$ cat src/rtl/pms_pkg.sv
package pms_pkg;

    typedef enum logic [3:0] {
        MODE_RUN   = 4'b1111,
        MODE_HALT  = 4'b1110,
        MODE_DOZE  = 4'b1100,
        MODE_HIBER = 4'b1000,
        MODE_OFF   = 4'b0000
    } mode_e;

    typedef struct packed {
        logic core;
        logic periph;
        logic pll;
        logic xtal;
        logic irq;
    } dom_en_t;

    // Domain set for a mode code; unknown codes behave as run.
    function automatic dom_en_t mode_domains(logic [3:0] code);
        dom_en_t d;
        case (code)
            MODE_HALT:  d = '{core: 1'b0, periph: 1'b1, pll: 1'b1, xtal: 1'b1, irq: 1'b1};
            MODE_DOZE:  d = '{core: 1'b0, periph: 1'b0, pll: 1'b1, xtal: 1'b1, irq: 1'b1};
            MODE_HIBER: d = '{core: 1'b0, periph: 1'b0, pll: 1'b0, xtal: 1'b1, irq: 1'b1};
            MODE_OFF:   d = '{core: 1'b0, periph: 1'b0, pll: 1'b0, xtal: 1'b0, irq: 1'b1};
            default:    d = '{core: 1'b1, periph: 1'b1, pll: 1'b1, xtal: 1'b1, irq: 1'b1};
        endcase
        return d;
    endfunction

    // True for the modes that need the long restart delay.
    function automatic logic mode_is_deep(logic [3:0] code);
        return (code == MODE_HIBER) || (code == MODE_OFF);
    endfunction

endpackage

$ cat src/rtl/pms_ctrl.sv
module pms_ctrl
    import pms_pkg::*;
#(
    parameter int N_IRQ      = 4,
    parameter int CD_W       = 3,
    parameter int SHORT_BASE = 4,
    parameter int LONG_BASE  = 16,
    parameter int CNT_W      = 13
) (
    input  logic             clk,
    input  logic             rst,
    input  logic             wr,
    input  logic [3:0]       wr_mode,
    input  logic [CD_W-1:0]  wr_cd,
    input  logic [N_IRQ-1:0] irq,
    output logic [3:0]       mode,
    output logic [CD_W-1:0]  cd,
    output logic             settled
);
    localparam logic [CD_W-1:0] CD_RESET = CD_W'(3);

    logic [N_IRQ-1:0] irq_prev;
    logic [CNT_W-1:0] wait_cnt;
    logic             low_power;
    logic             wake;
    logic [CNT_W-1:0] wait_load;

    always_comb begin
        low_power = (mode_domains(mode).core == 1'b0);
        wake      = low_power && (|(irq & ~irq_prev));
        wait_load = (mode_is_deep(mode) ? CNT_W'(LONG_BASE) : CNT_W'(SHORT_BASE)) << cd;
    end

    always_ff @(posedge clk) begin
        irq_prev <= irq;
        if (rst) begin
            mode     <= MODE_RUN;
            cd       <= CD_RESET;
            wait_cnt <= '0;
        end else begin
            if (wake) begin
                mode     <= MODE_RUN;
                wait_cnt <= wait_load;
            end else begin
                if (wr)
                    mode <= wr_mode;
                if (wait_cnt != '0)
                    wait_cnt <= wait_cnt - CNT_W'(1);
            end
            if (wr)
                cd <= wr_cd;
        end
    end

    assign settled = (wait_cnt == '0);
endmodule

$ cat src/rtl/pms_decode.sv
module pms_decode
    import pms_pkg::*;
(
    input  logic [3:0] mode,
    input  logic       settled,
    output dom_en_t    dom,
    output logic       ready
);
    dom_en_t raw;

    always_comb begin
        raw      = mode_domains(mode);
        dom      = raw;
        dom.core = raw.core && settled;
        ready    = raw.core && settled;
    end
endmodule

$ cat src/rtl/pms_cdiv.sv
module pms_cdiv #(
    parameter int CD_W = 3
) (
    input  logic            clk,
    input  logic            rst,
    input  logic            run,
    input  logic [CD_W-1:0] cd,
    output logic            tick
);
    localparam int DIV_W = (1 << CD_W) - 1;

    logic [DIV_W-1:0] phase;
    logic [DIV_W-1:0] mask;

    always_comb begin
        mask = DIV_W'((1 << cd) - 1);
        tick = run && ((phase & mask) == '0);
    end

    always_ff @(posedge clk) begin
        if (rst || !run)
            phase <= '0;
        else
            phase <= phase + DIV_W'(1);
    end
endmodule

$ cat src/rtl/pwr_mode_seq.sv
module pwr_mode_seq
    import pms_pkg::*;
#(
    parameter int SHORT_BASE = 4,
    parameter int LONG_BASE  = 16
) (
    input  logic       clk,
    input  logic       rst,
    input  logic       ctl_wr,
    input  logic [6:0] ctl_wdata,
    input  logic [3:0] irq,
    output logic       en_core,
    output logic       en_periph,
    output logic       en_pll,
    output logic       en_xtal,
    output logic       en_irq,
    output logic       core_tick,
    output logic       ready,
    output logic [3:0] mode_q,
    output logic [2:0] cd_q
);
    localparam int CD_W  = 3;
    localparam int N_IRQ = 4;
    localparam int CNT_W = $clog2(LONG_BASE + SHORT_BASE + 1) + (1 << CD_W);

    logic    settled;
    dom_en_t dom;

    pms_ctrl #(
        .N_IRQ(N_IRQ), .CD_W(CD_W), .SHORT_BASE(SHORT_BASE),
        .LONG_BASE(LONG_BASE), .CNT_W(CNT_W)
    ) u_ctrl (
        .clk(clk), .rst(rst), .wr(ctl_wr),
        .wr_mode(ctl_wdata[6:3]), .wr_cd(ctl_wdata[2:0]), .irq(irq),
        .mode(mode_q), .cd(cd_q), .settled(settled)
    );

    pms_decode u_dec (
        .mode(mode_q), .settled(settled), .dom(dom), .ready(ready)
    );

    pms_cdiv #(.CD_W(CD_W)) u_div (
        .clk(clk), .rst(rst), .run(dom.core), .cd(cd_q), .tick(core_tick)
    );

    assign en_core   = dom.core;
    assign en_periph = dom.periph;
    assign en_pll    = dom.pll;
    assign en_xtal   = dom.xtal;
    assign en_irq    = dom.irq;
endmodule

$ cat config.mk
export PLATFORM = sky130hd
export DESIGN_NAME = pwr_mode_seq
export DESIGN_NICKNAME = d
export VERILOG_FILES = /design/src/rtl/pms_pkg.sv /design/src/rtl/pms_ctrl.sv /design/src/rtl/pms_decode.sv /design/src/rtl/pms_cdiv.sv /design/src/rtl/pwr_mode_seq.sv
export SDC_FILE = /design/constraint.sdc
export NUM_CORES = 1
export LEC_CHECK = 0
export BUFFER_PORTS_ARGS = -buffer_cell sky130_fd_sc_hd__clkbuf_2
export CORE_MARGIN = 2
export CORE_UTILIZATION = 54
export CTS_CLUSTER_DIAMETER = 100
export DETAILED_ROUTE_END_ITERATION = 8
export GPL_TIMING_DRIVEN = 1
export MAX_ROUTING_LAYER = met4
export PLACE_DENSITY = 0.76
export SLEW_MARGIN = 20
export SYNTH_ARGS = -nofsm -noshare
export SYNTH_HDL_FRONTEND = slang
export SYNTH_SLANG_ARGS = --single-unit
$ cat constraint.sdc
create_clock -name clk -period 2 [get_ports clk]
set_clock_uncertainty 0.2 [all_clocks]
set_input_delay 0.2 -clock clk [delete_from_list [all_inputs] [get_ports clk]]
set_output_delay 0.2 -clock clk [all_outputs]
set_load 0.005 [all_outputs]
[Word level (Yosys, flattened, before mapping)]
Cells that the tools add are included.
Storage, ports and cells
  bits in read-only memories: 0
  bits in latches: 0
  word-level logic and storage cells: 34
  register bits: 31
  bits of input ports: 14
  memories: 0
  output and inout port bits: 14
  RAM bits: 0
Cells by class
  shift operators: 2
  multiplexer cells: 4
  div/mod/pow operators: 0
  reduce and logical (&&, ||, !) cells: 13
  add/subtract/negate cells: 3
  equality and inequality tests: 3
  bitwise gates (word level): 4
  $lt $le $gt $ge: 0
  $mul: 0
Operators by type and width (number)
  $mux W13: 2
  $pmux W5 S4: 1
  $logic_not A13 Y1: 1
  $reduce_bool A13 Y1: 1
  $shl A13 B3 Y13: 1
  $sub A13 B1 Y13 const B: 1
  $eq A4 B4 Y1 const B: 3
  $add A7 B1 Y7 const B: 1
  $and A7 B7 Y7: 1
  $logic_not A7 Y1: 1
  $shl A1 B3 Y7 const A: 1
  $sub A7 B2 Y7 const B: 1
  $mux W5: 1
  $and A4 B4 Y4: 1
  $logic_not A4 Y1: 1
  $not A4 Y4: 1
  $reduce_or A4 Y1: 1
  $logic_and A1 B1 Y1: 3
  $logic_or A1 B1 Y1: 2
  $reduce_bool A2 Y1: 1
  $reduce_or A2 Y1: 1
  $logic_not A1 Y1: 1
  $not A1 Y1: 1

[Logic depth before layout (Yosys ltp)]
Gate-level depths: netlist of run 1.
  word-level depth: 5
  gate-level depth with buffers: 7
  depth with buffers taken out: 7

[Cells and area by module]
A second synthesis of run 1 with hierarchy kept.
Unflattened totals
  cells, all modules: 184
  area total of the unflattened synthesis: 1645.3 sq um
Modules (own cells, without submodules)
  pms_ctrl: times used 1, seq. area each 480.5 sq um, area each 1262.5 sq um, cells an instance 137
  pms_cdiv: times used 1, seq. area each 140.1 sq um, area each 319.1 sq um, cells an instance 38
  pms_decode: times used 1, seq. area each 0.0 sq um, area each 63.8 sq um, cells an instance 9

[Worst setup path after synthesis of run 1]
OpenSTA, ideal clock, no wires.
  kind: reg-to-output
  start: reg u_ctrl.wait_cnt[2]
  end: out core_tick
  path slack: 0.213 ns
  data required time: 1.600 ns
  stages on the path, launching flop included: 4
  path buffers: 0
  data arrival time: 1.387 ns
  path through: dfxtp_1 -> nor4_4 -> nand4_1 -> a2111oi_0
Between the ends
  word-level cells in the longest chain between the ends: 3
RTL lines
  start: declaration: RTL line pms_ctrl.sv:23  | logic [CNT_W-1:0] wait_cnt;
  start signal: assignment: RTL line pms_ctrl.sv:43  | wait_cnt <= wait_load;
  start signal: assignment: RTL line pms_ctrl.sv:48  | wait_cnt <= wait_cnt - CNT_W'(1);
  $logic_not A13 Y1: RTL line pms_ctrl.sv:55  | assign settled = (wait_cnt == '0);
  $logic_and A1 B1 Y1: RTL line pms_decode.sv:14  | dom.core = raw.core && settled;
  $logic_and A1 B1 Y1: RTL line pms_cdiv.sv:17  | tick = run && ((phase & mask) == '0);
  end: declaration: RTL line pwr_mode_seq.sv:17  | output logic core_tick,
No other way between the ends.

[Worst setup path in the final report of run 1]
  start: reg u_ctrl.wait_cnt[8]
  end: out core_tick
Same word-level chain as after synthesis.

==> results of run 1 <==
[kinds of logic after synthesis]
logic type               Yosys count  synth area share
buffers and inverters             18            0.0506
adder cells (fa/ha/maj)            3            0.0249
AND/OR/NAND/NOR                   75             0.266
flip-flops                        31             0.412
XOR/XNOR                          15            0.0871
AO/OA/AOI/OAI                     27             0.110
multiplexers                       7            0.0465
other                              1           0.00249
[routing by layer]
| layer | part of all wire | up-vias | GRT usage |
|---|---|---|---|
| li1 | - | 713 | - |
| met1 | 0.42 | 669 | 0.300 |
| met2 | 0.51 | 64 | 0.442 |
| met3 | 0.059 | 7 | 0.0737 |
| met4 | 0.011 | 0 | 0.0997 |
| met5 | 0 | - | - |
[flip-flops by register name, indices dropped and copies added, names as in the netlist]
name	flops
u_ctrl.mode	4
u_div.phase	7
u_ctrl.cd	3
u_ctrl.irq_prev	4
u_ctrl.wait_cnt	13
[cell usage after synthesis, types with 2 or more instances]
cell type  count
a21oi_1       12
and3_1         2
buf_4          2
clkbuf_1       5
dfxtp_1       31
ha_1           3
inv_1          9
mux2i_1        7
nand2_1       15
nand3_1       18
nand4_1        3
nor2_1        18
nor2b_1        4
nor3_1         4
o21ai_0        3
o22ai_1        2
o32ai_1        3
xnor2_1       10
xor2_1         5
[layout by cell type (no fill, tap or decap), drive strengths merged, types with 2 or more instances in the layout]
master and n:
inv 9, nor4 3, ha 3, nand2 15, nor2 18, xor2 5, clkbuf 31, and3 2
a21oi 12, buf 15, o32ai 3, o21ai 4, nand3 18, dfxtp 31, xnor2 10, nand4 3
nor2b 4, nor3 6, o22ai 2, dlygate4sd3 13, mux2i 7
[power by group]
| part | internal, mW | leakage (nW) | switching (mW) | total (mW) |
|---|---|---|---|---|
| registers | 0.774 | 0.259 | 0.171 | 0.945 |
| logic | 0.729 | 0.574 | 0.714 | 1.44 |
| clock network | 0.163 | 0.0341 | 0.208 | 0.371 |
[path summary, 6_finish.rpt]
check | endpoint | slack, ns | cells after the start
min | u_ctrl.cd[0]$_SDFFE_PP1P_ | 0.08 | 2
max reg2reg | u_ctrl.wait_cnt[10]$_SDFFE_PP0P_ | 0.08 | 6
min reg2reg | u_ctrl.mode[3]$_SDFFE_PP1P_ | 0.35 | 2
max | core_tick | -0.05 | 4
[layout make-up]
class                   count  area [um^2]  area share
multi-input cells         128          863       0.431
inverters                   9         33.8      0.0169
clock inverters             1         5.00     0.00250
repair buffers             53          369       0.184
well taps                  31         38.8      0.0194
clock buffers               6         51.3      0.0256
flip-flops and latches     31          643       0.321
[critical path: stages, from the launching register on]
cell       delay (ns)
dfxtp_4          0.38
nor4_4           0.31
nand4_1          0.20
a2111oi_2        0.26
buf_2            0.17
[repair_timing]
action                                  CTS  global route
buffers inserted                          5             2
gates resized for setup                  26             6
cloned                                    0             0
endpoints found under the setup margin    3             4
hold endpoints to repair                 18             0
hold buffers                             13             0
pin swaps                                 5             3
==> reports/results.ini, run 1 <==
[run_status]
status=finished, violations left
violations=setup timing

[worst_setup_path]
cp.arrival_ns=1.65
required_ns=1.60
crit_type=register to primary output
r2r_start=u_ctrl.wait_cnt[2]$_SDFFE_PP0P_
cp-end-kind=primary output
startpoint_type=register
critical_path.startpoint=u_ctrl.wait_cnt[8]$_SDFFE_PP0P_
crit_fanout=5

[sta]
hold_violations=0
rsz0062_at_grt=yes
holdWs_ns=0.0755
worst_slack_ns=-0.0472
maxSlewViolCount=0
fin_crit_ns=2.05
setup-violations-final=3
max_freq_mhz=488
period_share=1.02
setup-tns-final_ns=-0.0893

[synthesis]
synth_edf_count=0
ys_ff_latch=31
synth_fp_nets=194
synth_top_area_frac=0.412
synth_cells=177
synth_area_leaders=dfxtp_1, nand3_1, xnor2_1
synth_warnings=0
syn-cell-area_um2=1510
ys.flop_type=dfxtp_1
yosysSeqAreaShare=0.412
async_flop_share=0
syn_area_per_cell_um2=8.52
ys_types=40
synth_top_cell_by_area=dfxtp_1

[global_routing]
first_global_vias=1411
overflow=0
antenna_found_initial=0
grt_max_degree=13
grtUsageTotal=0.264
grt_pass1_wl_mm=6.35

[clock_tree]
cts.reportedPaths.clkPinSlew_ns=0.10
htreeDepth=2
cts_made_buffers=5
clk_latency_ns=0.33
clkSinkCount=31
cts_buffer_depth=2
cts_tree=done
cts-root-buf=clkbuf_4

[job]
max_cap_violations=0

[final_layout]
nFillCells=202
fin_nets=245
postLayoutCoreUtil=0.740
drive_above_1_share=0.316
syn_to_final_growth_pct=32.9
stdcell_area_um2=2000
diodes=0
final_cells=259

[floorplanning]
io_pins=28
rows=19
chipHeight_um=56.8
die-area_um2=3230
die_w_um=56.8
coreArea_um2=2710
initial_utilization=0.556

[min_path]
min_path_type=primary input to register
hp-start=ctl_wr

[route]
vias=1453
route.detailed.drc=0
avgViaCountPerCell=5.61
drt.antenna.violating_nets=0
wl_mm=3.84
wire_per_inst_um=14.8
drtIter0Drc=54
dr.pass1.iters=4

[power]
vdd_drop_max_mv=1.32
power_density_nw_per_um2=1380
total_power_mw=2.76
power.leakage_nw=0.867

[placed_design]
dp.cells=232
dp_hpwl_mm=2.32
placed_area_um2=1690
gp_congestion=0.911
port_buffers=26
place_ws_ns=0.114

(Power assumes the default switching activity.)
==> run 2, diff against run 1 <==
--- a/config.mk
+++ b/config.mk
@@ -6,13 +6,12 @@
 export NUM_CORES = 1
 export LEC_CHECK = 0
 export BUFFER_PORTS_ARGS = -buffer_cell sky130_fd_sc_hd__clkbuf_2
-export CORE_MARGIN = 2
-export CORE_UTILIZATION = 54
+export CORE_UTILIZATION = 25
 export CTS_CLUSTER_DIAMETER = 100
 export DETAILED_ROUTE_END_ITERATION = 8
 export GPL_TIMING_DRIVEN = 1
 export MAX_ROUTING_LAYER = met4
-export PLACE_DENSITY = 0.76
+export PLACE_DENSITY = 0.4
 export SLEW_MARGIN = 20
 export SYNTH_ARGS = -nofsm -noshare
 export SYNTH_HDL_FRONTEND = slang
==> reports/results.ini, run 2 (synthesis results as in run 1) <==
[run_status]
status=finished, violations left
violations=setup timing

[final_layout]
diodes=0  ; unchanged
nFillCells=588  ; +190%
fin_nets=239  ; -2.4%
largest_register_ff_count=13  ; unchanged
syn_to_final_growth_pct=33.3
mostFrequentLayoutCells=dfxtp_1, clkbuf_2, nand3_1, nor2_1, nand2_1
largest_register=u_ctrl.wait_cnt
top_regs=u_ctrl.wait_cnt x13, u_div.phase x7
final_common_cell=dfxtp_1
ff_latch_area_um2=624  ; -2.9%
multi_input_area_um2=842  ; -2.5%
drive_above_1_share=0.256  ; -0.0602

[floorplanning]
die-area_um2=6350  ; +96%
initial_utilization=0.266  ; -0.291
coreArea_um2=5680  ; +110%
chipHeight_um=79.7  ; +40%
io_pins=28  ; unchanged
rows=27  ; +8
die_w_um=79.7  ; +40%

[job]
max_cap_violations=0  ; unchanged

[worst_setup_path]
critPathTopFamily=compound AO/OA/AOI/OAI gates
max_stage_delay_ns=0.36  ; -0.02 ns
cp-end-kind=primary output
path_depth=4  ; unchanged
startpoint_type=register
crit_fanout=5  ; unchanged
cp.arrival_ns=1.61  ; -0.04 ns
crit_buf_inv=1  ; unchanged
cp_slowest_cell=dfxtp_1
r2r_end=u_ctrl.wait_cnt[8]$_SDFFE_PP0P_
path_cells=o41ai_2, o21ai_1, a2111oi_2, clkbuf_2
r2r_cells=5  ; -1
r2r_start=u_ctrl.mode[2]$_SDFFE_PP1P_
critical_path.startpoint=u_div.phase[0]$_SDFF_PP0_
crit_end=core_tick
required_ns=1.60  ; about the same
r2r_slack_ns=0  ; -0.08 ns
crit_type=register to primary output

[sta]
setup-violations-final=1  ; -2
max_freq_mhz=498  ; +1.9%
fin_crit_ns=2.01  ; -0.0384 ns
period_share=1.00  ; -0.0192
holdWs_ns=0.0322  ; -0.0433 ns
rsz0062_at_grt=yes
hold_violations=0  ; unchanged
maxSlewViolCount=0  ; unchanged
worst_slack_ns=-0.00874  ; +0.0384 ns

[clock_tree]
cts-root-buf=clkbuf_8
cts.reportedPaths.clkPinSlew_ns=0.06  ; -0.04 ns
cts_buffer_depth=2  ; unchanged
cts_made_buffers=5  ; unchanged
cts_tree=done
clkSinkCount=31  ; unchanged
htreeDepth=2  ; unchanged
clk_latency_ns=0.27  ; -0.06 ns

[min_path]
min_path_type=primary input to register

[global_routing]
grt_max_degree=13  ; unchanged
grt_pass1_wl_mm=6.35  ; unchanged
first_global_vias=1379  ; -2.3%
overflow=0  ; unchanged
antenna_found_initial=0  ; unchanged
grtUsageTotal=0.135  ; -0.129

[power]
power.leakage_nw=0.843  ; -2.8%
vdd_drop_max_mv=0.428  ; -68%
total_power_mw=2.76  ; about the same
power_density_nw_per_um2=1370  ; -0.25%

[route]
wl_met2_mm=1.70  ; -13%
wire_per_inst_um=12.5  ; -16%
top_layer=met4
route.detailed.drc=0  ; unchanged
avgViaCountPerCell=4.67  ; -17%
dr.pass1.iters=4  ; unchanged
vias=1377  ; -5.2%
wl_met1_mm=1.82  ; +13%
drt.antenna.violating_nets=0  ; unchanged
wl_mm=3.69  ; -3.9%
drtIter0Drc=94  ; +74%
wl_met3_um=123  ; -46%

[placed_design]
dp_hpwl_mm=2.72  ; +18%
port_buffers=26  ; unchanged
gp_congestion=0.841  ; -7.7%

[run 2: cell type report]
class                      count  area share
multi-input combinational    128       0.419
sequential                    31       0.311
timing repair buffer          47       0.159
clock buffer                   8      0.0498
tap                           72      0.0448
inverter                       9      0.0168
[run 2: worst min-delay path by stage]
stage                      start                              end  slack, ns  cells after the start
after global routing         rst  u_ctrl.wait_cnt[2]$_SDFFE_PP0P_       0.05                      2
after detailed placement  irq[2]       u_ctrl.irq_prev[2]$_DFF_P_       0.12                      1
after floorplan           irq[0]       u_ctrl.irq_prev[0]$_DFF_P_       0.03                      0
final                        rst  u_ctrl.wait_cnt[2]$_SDFFE_PP0P_       0.03                      2
after global placement    irq[0]       u_ctrl.irq_prev[0]$_DFF_P_       0.12                      1
after CTS                    rst  u_ctrl.wait_cnt[2]$_SDFFE_PP0P_       0.03                      2
[run 2: where the power goes]
part           leakage (nW)  switching [mW]  internal (mW)
Combinational         0.535           0.643          0.665
Sequential            0.256           0.154          0.762
Clock                0.0515           0.220          0.314
Total                 0.843            1.02           1.74
[run 2: stage by stage]
stage                      util  cell area, um^2  setup WS [ns]  instances  setup TNS, ns
final                     0.354             2010       -0.00874        295       -0.00874
after global routing      0.354             2010         -0.135        295         -0.483
after CTS                 0.354             2010        -0.0626        295        -0.0626
after detailed placement  0.309             1750        0.00343        275              0
after global placement    0.309             1750         0.0923        275              0
after floorplan               -             1510          0.213        177              0
[run 2: layer usage]
metal / GRT usage / vias to the layer above
met3: 0.0343 / 7
met2: 0.206 / 28
met1: 0.172 / 643
met4: 0.0436 / 0
li1: - / 699
met5: - / -
[run 2: what timing repair did]
action | 4_1_cts | 5_1_grt
hold buffers | 11 | 0
pin swaps | 4 | 0
buffers inserted | 1 | 0
endpoints found under the hold margin | 11 | 0
resized for setup | 12 | 3
endpoints found under the setup margin | 3 | 7
cloned | 0 | 0
